## src/rtl/ustep_pkg.sv

```systemverilog
`timescale 1ns/1ps
package ustep_pkg;
  localparam int NUM_PH = 2;
  localparam int PH_X   = 0;
  localparam int PH_Y   = 1;

  typedef enum logic {LAW_TABLE = 1'b0, LAW_TRIANGLE = 1'b1} law_e;

  // Angular lead of a winding in microsteps (Y leads X by a quarter period).
  function automatic int phase_offset(int ph, int usteps);
    return ph * usteps;
  endfunction
endpackage

```

## src/rtl/ustep_pos.sv

```systemverilog
`timescale 1ns/1ps
module ustep_pos #(
  parameter int USTEPS = 10,
  parameter int POS_W  = 6
) (
  input  logic             clk,
  input  logic             rst_n,
  input  logic             step,
  input  logic             dir,
  output logic [POS_W-1:0] pos
);
  localparam logic [POS_W-1:0] LAST = POS_W'(4 * USTEPS - 1);

  logic [POS_W-1:0] pos_q, pos_d;

  always_comb begin
    pos_d = pos_q;
    if (dir) pos_d = (pos_q == LAST) ? '0 : pos_q + 1'b1;
    else     pos_d = (pos_q == '0) ? LAST : pos_q - 1'b1;
  end

  always_ff @(posedge clk or negedge rst_n) begin
    if (!rst_n)    pos_q <= '0;
    else if (step) pos_q <= pos_d;
  end

  assign pos = pos_q;
endmodule

```

## src/rtl/ustep_table.sv

```systemverilog
`timescale 1ns/1ps
module ustep_table #(
  parameter int USTEPS = 10,
  parameter int IDX_W  = 4,
  parameter int PWM_W  = 8,
  parameter int NRD    = 2
) (
  input  logic                       clk,
  input  logic                       rst_n,
  input  logic                       we,
  input  logic [IDX_W-1:0]           waddr,
  input  logic [PWM_W-1:0]           wdata,
  input  logic [NRD-1:0][IDX_W-1:0]  raddr,
  output logic [NRD-1:0][PWM_W-1:0]  rdata
);
  localparam int ENTRIES = USTEPS + 1;

  logic [PWM_W-1:0] mem_q [ENTRIES];

  for (genvar i = 0; i < ENTRIES; i++) begin : g_ent
    logic hit;
    assign hit = we && (waddr == IDX_W'(i));
    always_ff @(posedge clk or negedge rst_n) begin
      if (!rst_n)   mem_q[i] <= '0;
      else if (hit) mem_q[i] <= wdata;
    end
  end

  for (genvar r = 0; r < NRD; r++) begin : g_rd
    always_comb begin
      rdata[r] = '0;
      for (int i = 0; i < ENTRIES; i++)
        if (raddr[r] == IDX_W'(i)) rdata[r] = mem_q[i];
    end
  end
endmodule

```

## src/rtl/ustep_fold.sv

```systemverilog
`timescale 1ns/1ps
module ustep_fold #(
  parameter int USTEPS = 10,
  parameter int POS_W  = 6,
  parameter int IDX_W  = 4,
  parameter int PWM_W  = 8,
  parameter int OFFSET = 0
) (
  input  logic [POS_W-1:0] pos,
  output logic [IDX_W-1:0] idx,
  output logic             neg,
  output logic [PWM_W-1:0] tri_duty
);
  localparam int PERIOD = 4 * USTEPS;
  localparam int PW     = PWM_W + IDX_W;
  localparam int DMAX   = (1 << PWM_W) - 1;

  logic [POS_W:0]   sum;
  logic [POS_W-1:0] ph;
  logic [POS_W-1:0] off;
  logic [1:0]       quad;

  always_comb begin
    sum = {1'b0, pos} + (POS_W+1)'(OFFSET);
    if (sum >= (POS_W+1)'(PERIOD)) sum = sum - (POS_W+1)'(PERIOD);
    ph   = sum[POS_W-1:0];
    quad = 2'(ph / POS_W'(USTEPS));
    off  = ph % POS_W'(USTEPS);
    idx  = quad[0] ? IDX_W'(USTEPS) - IDX_W'(off) : IDX_W'(off);
    neg  = quad[1];
    tri_duty = PWM_W'((PW'(idx) * PW'(DMAX)) / PW'(USTEPS));
  end
endmodule

```

## src/rtl/ustep_pwm.sv

```systemverilog
`timescale 1ns/1ps
module ustep_pwm #(
  parameter int PWM_W = 8
) (
  input  logic             clk,
  input  logic             rst_n,
  input  logic             load,
  input  logic [PWM_W-1:0] cnt,
  input  logic [PWM_W-1:0] duty_d,
  input  logic             neg_d,
  output logic [PWM_W-1:0] duty_q,
  output logic             pwm,
  output logic             neg
);
  logic neg_q;

  always_ff @(posedge clk or negedge rst_n) begin
    if (!rst_n) begin
      duty_q <= '0;
      neg_q  <= 1'b0;
    end else if (load) begin
      duty_q <= duty_d;
      neg_q  <= neg_d;
    end
  end

  assign pwm = (cnt < duty_q);
  assign neg = neg_q;
endmodule

```

## src/rtl/ustep_driver.sv

```systemverilog
`timescale 1ns/1ps
module ustep_driver import ustep_pkg::*; #(
  parameter int PWM_W  = 8,
  parameter int USTEPS = 10,
  parameter int POS_W  = $clog2(4 * USTEPS),
  parameter int IDX_W  = $clog2(USTEPS + 1)
) (
  input  logic             clk,
  input  logic             rst_n,
  input  logic             step,
  input  logic             dir,
  input  logic             law_tri,
  input  logic             tbl_we,
  input  logic [IDX_W-1:0] tbl_addr,
  input  logic [PWM_W-1:0] tbl_data,
  output logic [POS_W-1:0] pos,
  output logic             pwm_x,
  output logic             pwm_y,
  output logic             neg_x,
  output logic             neg_y
);
  // Reset: asserted asynchronously, released on the clock.
  logic [1:0] rsync_q;
  logic       rst_q_n;
  always_ff @(posedge clk or negedge rst_n) begin
    if (!rst_n) rsync_q <= '0;
    else        rsync_q <= {rsync_q[0], 1'b1};
  end
  assign rst_q_n = rsync_q[1];

  // Shared PWM period counter.
  logic [PWM_W-1:0] cnt_q, cnt_d;
  logic             period_end;
  assign cnt_d      = cnt_q + 1'b1;
  assign period_end = &cnt_q;
  always_ff @(posedge clk or negedge rst_q_n) begin
    if (!rst_q_n) cnt_q <= '0;
    else          cnt_q <= cnt_d;
  end

  logic [POS_W-1:0] pos_q;
  ustep_pos #(.USTEPS(USTEPS), .POS_W(POS_W)) u_pos (
    .clk(clk), .rst_n(rst_q_n), .step(step), .dir(dir), .pos(pos_q)
  );

  logic [NUM_PH-1:0][IDX_W-1:0] idx;
  logic [NUM_PH-1:0][PWM_W-1:0] tbl_rd, tri_d, duty_n, duty_app;
  logic [NUM_PH-1:0]            neg_n, pwm_v, neg_v;
  law_e                         law;
  assign law = law_e'(law_tri);

  ustep_table #(.USTEPS(USTEPS), .IDX_W(IDX_W), .PWM_W(PWM_W), .NRD(NUM_PH)) u_tbl (
    .clk(clk), .rst_n(rst_q_n), .we(tbl_we), .waddr(tbl_addr), .wdata(tbl_data),
    .raddr(idx), .rdata(tbl_rd)
  );

  for (genvar g = 0; g < NUM_PH; g++) begin : g_ph
    ustep_fold #(
      .USTEPS(USTEPS), .POS_W(POS_W), .IDX_W(IDX_W), .PWM_W(PWM_W),
      .OFFSET(phase_offset(g, USTEPS))
    ) u_fold (
      .pos(pos_q), .idx(idx[g]), .neg(neg_n[g]), .tri_duty(tri_d[g])
    );

    assign duty_n[g] = (law == LAW_TRIANGLE) ? tri_d[g] : tbl_rd[g];

    ustep_pwm #(.PWM_W(PWM_W)) u_pwm (
      .clk(clk), .rst_n(rst_q_n), .load(period_end), .cnt(cnt_q),
      .duty_d(duty_n[g]), .neg_d(neg_n[g]),
      .duty_q(duty_app[g]), .pwm(pwm_v[g]), .neg(neg_v[g])
    );
  end

  assign pos   = pos_q;
  assign pwm_x = pwm_v[PH_X];
  assign pwm_y = pwm_v[PH_Y];
  assign neg_x = neg_v[PH_X];
  assign neg_y = neg_v[PH_Y];
endmodule

```

## config.mk

```make
export PLATFORM = sky130hd
export DESIGN_NAME = ustep_driver
export DESIGN_NICKNAME = d
export VERILOG_FILES = /design/src/rtl/ustep_pkg.sv /design/src/rtl/ustep_pos.sv /design/src/rtl/ustep_table.sv /design/src/rtl/ustep_fold.sv /design/src/rtl/ustep_pwm.sv /design/src/rtl/ustep_driver.sv
export SDC_FILE = /design/constraint.sdc
export NUM_CORES = 1
export LEC_CHECK = 0
export ABC_CLOCK_PERIOD_IN_PS = 4600
export BUFFER_PORTS_ARGS = -buffer_cell sky130_fd_sc_hd__buf_2
export CELL_PAD_IN_SITES_DETAIL_PLACEMENT = 1
export CELL_PAD_IN_SITES_GLOBAL_PLACEMENT = 1
export CORE_MARGIN = 2
export CORE_UTILIZATION = 45
export CTS_CLUSTER_SIZE = 10
export DETAILED_ROUTE_END_ITERATION = 12
export MAX_ROUTING_LAYER = met4
export PLACE_DENSITY = 0.85
export SLEW_MARGIN = 30
export SYNTH_ARGS = -nofsm -noshare
export SYNTH_HDL_FRONTEND = slang
export SYNTH_SLANG_ARGS = --single-unit
```

## constraint.sdc

```tcl
create_clock -name clk -period 4.6 [get_ports clk]
set_input_delay 0.23 -clock clk [delete_from_list [all_inputs] [get_ports clk]]
set_output_delay 0.23 -clock clk [all_outputs]
set_load 0.01 [all_outputs]
```

==> results of run 1 <==
## layer usage
| metal | GRT usage, % | overflow |
|---|---|---|
| met5 | - | - |
| met4 | 64.5 | 0 |
| met3 | 37.6 | 0 |
| met2 | 86.3 | 2 |
| met1 | 60.8 | 0 |
## cells in the mapped netlist, drive strengths merged (6+ instances only)
cell,number,area (µm²)
nand2,158,598
nor2,134,523
a21oi,133,684
o21ai,132,672
dfrtp,122,3050
mux2,89,1000
ha,75,938
clkbuf,62,233
inv,50,188
nand3,34,180
nor3,30,165
a211oi,29,228
xnor2,26,235
buf,21,111
nor2b,20,125
a22oi,19,148
nand2b,17,106
nand3b,17,128
o211ai,16,125
a31oi,13,81.3
o221ai,13,114
fa,12,240
o31ai,11,87.6
nand4,10,77.6
o21a,10,76.3
xor2,10,103
and3,9,56.3
a221o,8,80.1
and2,7,43.8
mux2i,7,70.1
o32ai,7,61.3
a211o,6,52.6
a311oi,6,65.1
or2,6,37.5
## cells by family after synthesis
group,count (synthesis),share of synthesized area (%)
AO/OA/AOI/OAI,471,27.0
AND/OR/NAND/NOR,469,19.5
buffers and inverters,135,4.62
flip-flops,122,26.1
multiplexers,96,9.18
adder cells (fa/ha/maj),91,10.5
XOR/XNOR,37,3.09
other,1,0.0321
## stage by stage
step                      hold WS, ps  area (µm²)  setup slack, ps  TNS, ps  utilization, %
after floorplan                 -65.6       12100            -3830   -42860               -
after global placement           17.4       14700            -3570   -42510            57.9
after detailed placement         17.7       14700            -3980   -48930            57.9
after CTS                         104       16100            -3860   -46530            63.7
## repair_timing
item,4_1_cts
gates resized for setup,151
setup buffers,29
hold endpoints to repair,2
pin swaps,63
endpoints found under the setup margin,16
hold buffers,1
==> results by group, run 1 <==
Run status
  • Stop err: [ERROR GRT-0232] Routing congestion too high. Check the congestion heatmap in the GUI.
  • Stopped at: 5_1_grt
  • Status: aborted with a tool error

Synthesis
  • Yosys Warn Count: 0
  • Top FF cell, synth: dfrtp_1
  • Yosys reg bits: approximately 120
  • Ys async rst share: between 90% and 100%
  • Cell Area, Synth: about 12000 µm²
  • Synth unique cells: between 100 and 150
  • Cells after Synth: 1422
  • Synthesized net count: roughly 1500
  • Number of flops mapped to enable cells by yosys: 0
  • Synth Area per Inst: between 8 and 9 µm²
  • Register area share after synthesis: 26.1%

Global route
  • Total grt overflow: 2
  • Total Routing Usage GR: approximately 64%
  • Largest net degree at the start of global routing: slightly below 60

Clock tree
  • Clock Path Buffers: 2
  • Root Driver: clkbuf_16
  • TritonCTS Buffers: 17
  • TritonCTS Sinks: ~120
  • H-tree levels: 4

Floorplanning
  • Chip width: around 170 µm
  • I/O pins: 28
  • Row count: between 50 and 60
  • Initial Utilization: a little under half
  • Die Ht: about 170 µm

Timing
  • Worst EP post-GRT repair: g_ph[1].u_pwm.duty_q[1]$_DFFE_PN0P_/D
  • Worst endpoint type: register input

Placed design
  • Hpwl dp: roughly 35 mm
  • Final RePlAce weighted congestion: just over 0.9
  • Placed cell count: around 2000
  • IO buf count: 27
==> run 2: changes to the inputs <==
--- a/config.mk
+++ b/config.mk
@@ -7,14 +7,10 @@
 export LEC_CHECK = 0
 export ABC_CLOCK_PERIOD_IN_PS = 4600
 export BUFFER_PORTS_ARGS = -buffer_cell sky130_fd_sc_hd__buf_2
-export CELL_PAD_IN_SITES_DETAIL_PLACEMENT = 1
-export CELL_PAD_IN_SITES_GLOBAL_PLACEMENT = 1
 export CORE_MARGIN = 2
-export CORE_UTILIZATION = 45
-export CTS_CLUSTER_SIZE = 10
+export CORE_UTILIZATION = 30
 export DETAILED_ROUTE_END_ITERATION = 12
-export MAX_ROUTING_LAYER = met4
-export PLACE_DENSITY = 0.85
+export PLACE_DENSITY_LB_ADDON = 0.15
 export SLEW_MARGIN = 30
 export SYNTH_ARGS = -nofsm -noshare
 export SYNTH_HDL_FRONTEND = slang
==> run 2 against run 1 <==
Area after synthesis unchanged. The flow now finishes, with violations (negative setup slack). Synthesized cell count unchanged.
==> results by group, run 2 <==
Clock tree
  • TritonCTS Buffers: 17 (unchanged)
  • Worst skew pair latency: 430 ps
  • CTS tree: done
  • TritonCTS Sinks: 122 (unchanged)
  • Clock Path Buffers: 2 (unchanged)
  • Root Driver: clkbuf_16
  • Clock slew at reported path FFs: around 70 ps
  • H-tree levels: 4 (unchanged)

Worst setup path
  • CP max FO: 6
  • Worst flop-to-flop path startpoint: u_pos.pos[1]
  • CP max stage delay: 600 ps
  • CP Data Required Time: a little under 5000 ps
  • Arrival time worst endpoint: 8710 ps
  • Kind of critical path: register to register
  • CP Launch Type: register
  • Critical Path End Type: register
  • R2R depth: 42
  • Reg-to-reg critical path endpoint: g_ph[0].u_pwm.duty_q[1]
  • R2R setup slack: -3810 ps
  • CP max-delay cell: fa_2

Timing
  • Clock period minus worst slack: around 8400 ps
  • Worst slew pin tran: between 800 and 900 ps
  • Final setup margin: -3810 ps
  • Hold slack: 122 ps
  • Finish-stage setup viols: 16
  • RSZ-0062 raised after global routing: true
  • TNS Setup: -45480 ps
  • Slew Limit Headroom: 39.9%
  • Period utilisation layout: 183%
  • Clk_skew: 13.0 ps
  • Maximum clock rate: 119 MHz
  • Pins Over Slew Limit: 0
  • Hold Vio Cnt, Final: 0

Cells and area
  • Fillers: approximately 3800
  • Layout cell share with drive strength beyond 1: between 40 and 50%
  • Largest regs: u_tbl.mem_q (88), g_ph.u_pwm.duty_q (16), cnt_q (8)
  • Area delta synth->final: 45.2%
  • N_diodes: 0
  • Fin nets: between 1500 and 2000
  • Post-Route Utilization: 44.0%
  • Top reg by flops: u_tbl.mem_q
  • Max reg flops: between 80 and 90
  • Most common cell after layout, fill and taps aside: buf_4
  • Commonest cells after routing, fill and taps aside: 335 x buf_4, 144 x nand2_1, 120 x nor2_1, 117 x dfrtp_1, 113 x a21oi_1

Synthesis
  • Cells after Synth: 1422 (unchanged)
  • Synthesized net count: 1527 (unchanged)
  • Register area share after synthesis: 26.1% (unchanged)
  • Yosys reg bits: 122 (unchanged)
  • Share of the synthesized area in the top cell type: 26.1% (unchanged)
  • Dominant cell by count in the synthesized netlist: nand2_1
  • Yosys Warn Count: 0 (unchanged)
  • Top post-synthesis cells by area: dfrtp_1 26%, mux2_2 8.6%, ha_1 8.0%, a21oi_1 5.5%, o21ai_0 5.1%
  • Cell Area, Synth: 11700 µm² (unchanged)
  • Number of flops mapped to enable cells by yosys: 0 (unchanged)
  • Leading area contributor after synthesis: dfrtp_1
  • Synth Area per Inst: 8.21 µm² (unchanged)
  • Synth unique cells: 105 (unchanged)
  • Synth top cells by count: 156 x nand2_1, 130 x nor2_1, 128 x a21oi_1
  • Ys async rst share: 100% (unchanged)
  • Top FF cell, synth: dfrtp_1

Routing
  • Vias per cell: approximately 5.2
  • Post-route DRC: 0
  • Detail Route Antenna Nets: 0
  • WL per Instance: between 15 and 20 µm
  • DRT iter0 DRCs: between 600 and 700
  • Via count: 12000
  • Post-Route WL: between 30 and 40 mm
  • Router iterations before antenna repair: 4

Floorplanning
  • Die Ht: 201 µm (+22%)
  • Row count: 72 (+24%)
  • Chip width: 201 µm (+22%)
  • Core outline area: between 30000 and 40000 µm²
  • Initial Utilization: 30.3% (-16 points)
  • DIE AREA: around 40000 µm²
  • I/O pins: 28 (unchanged)

Global route
  • Global-route wire length before repair: 62.5 mm
  • Vias in the first global route: 12000
  • Initial antenna violation count: 0
  • Total Routing Usage GR: approximately a fifth
  • Total grt overflow: 0
  • Largest net degree at the start of global routing: between 50 and 60

Placed design
  • Hpwl dp: 29.1 mm (-16%)
  • Final RePlAce weighted congestion: 0.874 (-3.9%)
  • IO buf count: 27 (unchanged)

Run status
  • Status: complete, but fails checks
  • Violated checks: negative setup slack

Run
  • Max Cap Viol: 0

Worst hold path
  • Hold Path Class: input pin to asynchronous set/reset pin
run 2: cell counts after synthesis:
No cell type changed its count.
run 2: logic make-up after synthesis:
logic type | Yosys count | share of synthesized area [%]
xor gates and xnor gates | 37 | 3.09
buffers and inverters | 135 | 4.62
and+or+nand+nor | 469 | 19.5
adders and majority gates | 91 | 10.5
DFF | 122 | 26.1
AOI/OAI and AO/OA | 471 | 27.0
other | 1 | 0.0321
muxes | 96 | 9.18
run 2: cell type report:
type | count | area [µm²] | area share, %
multi-input combinational | 1165 | 9300 | 54.9
timing repair buffer | 405 | 3170 | 18.7
sequential | 122 | 3060 | 18.1
tap | 518 | 648 | 3.82
clock buffer | 19 | 453 | 2.67
inverter | 52 | 203 | 1.20
clock inverter | 13 | 119 | 0.701
run 2: critical path, delay by kind of cell (launching register included):
family                   cells  cell delay (ps)
buffers and inverters        9             1130
AO/OA/AOI/OAI               18             3660
adder cells (fa/ha/maj)      5             1720
XOR/XNOR                     2              250
flip-flops                   1              470
AND/OR/NAND/NOR              8             1020
run 2: layer usage:
metal  part of all wire (%)  GRT usage [%]  up-vias
met5                      0              0        -
met4                    1.6           4.75        0
met3                    2.7           2.01       42
met2                     48           32.7      189
met1                     47           25.5     5888
li1                       -              -     5906
run 2: what timing repair did:
item | in CTS | in global routing
setup endpoints to repair | 16 | 16
setup buffers | 34 | 26
resized for setup | 112 | 111
pin swaps | 85 | 60
hold buffers | 1 | 0
hold endpoints to repair | 2 | 0
run 2: worst max-delay path by stage:
stage,slack [ps],depth (start not counted),to,start
final,-3810,42,g_ph[0].u_pwm.duty_q[1],u_pos.pos[1]
after global routing,-4210,44,g_ph[0].u_pwm.duty_q[1],u_pos.pos[1]
after CTS,-3780,36,g_ph[1].u_pwm.duty_q[1],u_pos.pos[1]
after detailed placement,-3820,38,g_ph[1].u_pwm.duty_q[1],u_pos.pos[1]
after global placement,-3870,38,g_ph[1].u_pwm.duty_q[1],u_pos.pos[1]
after floorplan,-3830,37,g_ph[1].u_pwm.duty_q[1],u_pos.pos[1]
run 2: stage by stage:
| stage | setup slack [ps] | instance area, µm² | cells |
|---|---|---|---|
| floorplan | -3830 | 12100 | 1422 |
| global placement | -3870 | 14900 | 2208 |
| detailed placement | -3820 | 14900 | 2208 |
| CTS | -3780 | 16300 | 2274 |
| global route | -4210 | 17000 | 2294 |
| finish | -3810 | 17000 | 2294 |
Power of run 2 is not shown: default switching activity piles up to over one toggle a cycle in this logic, so the estimate is an artifact.
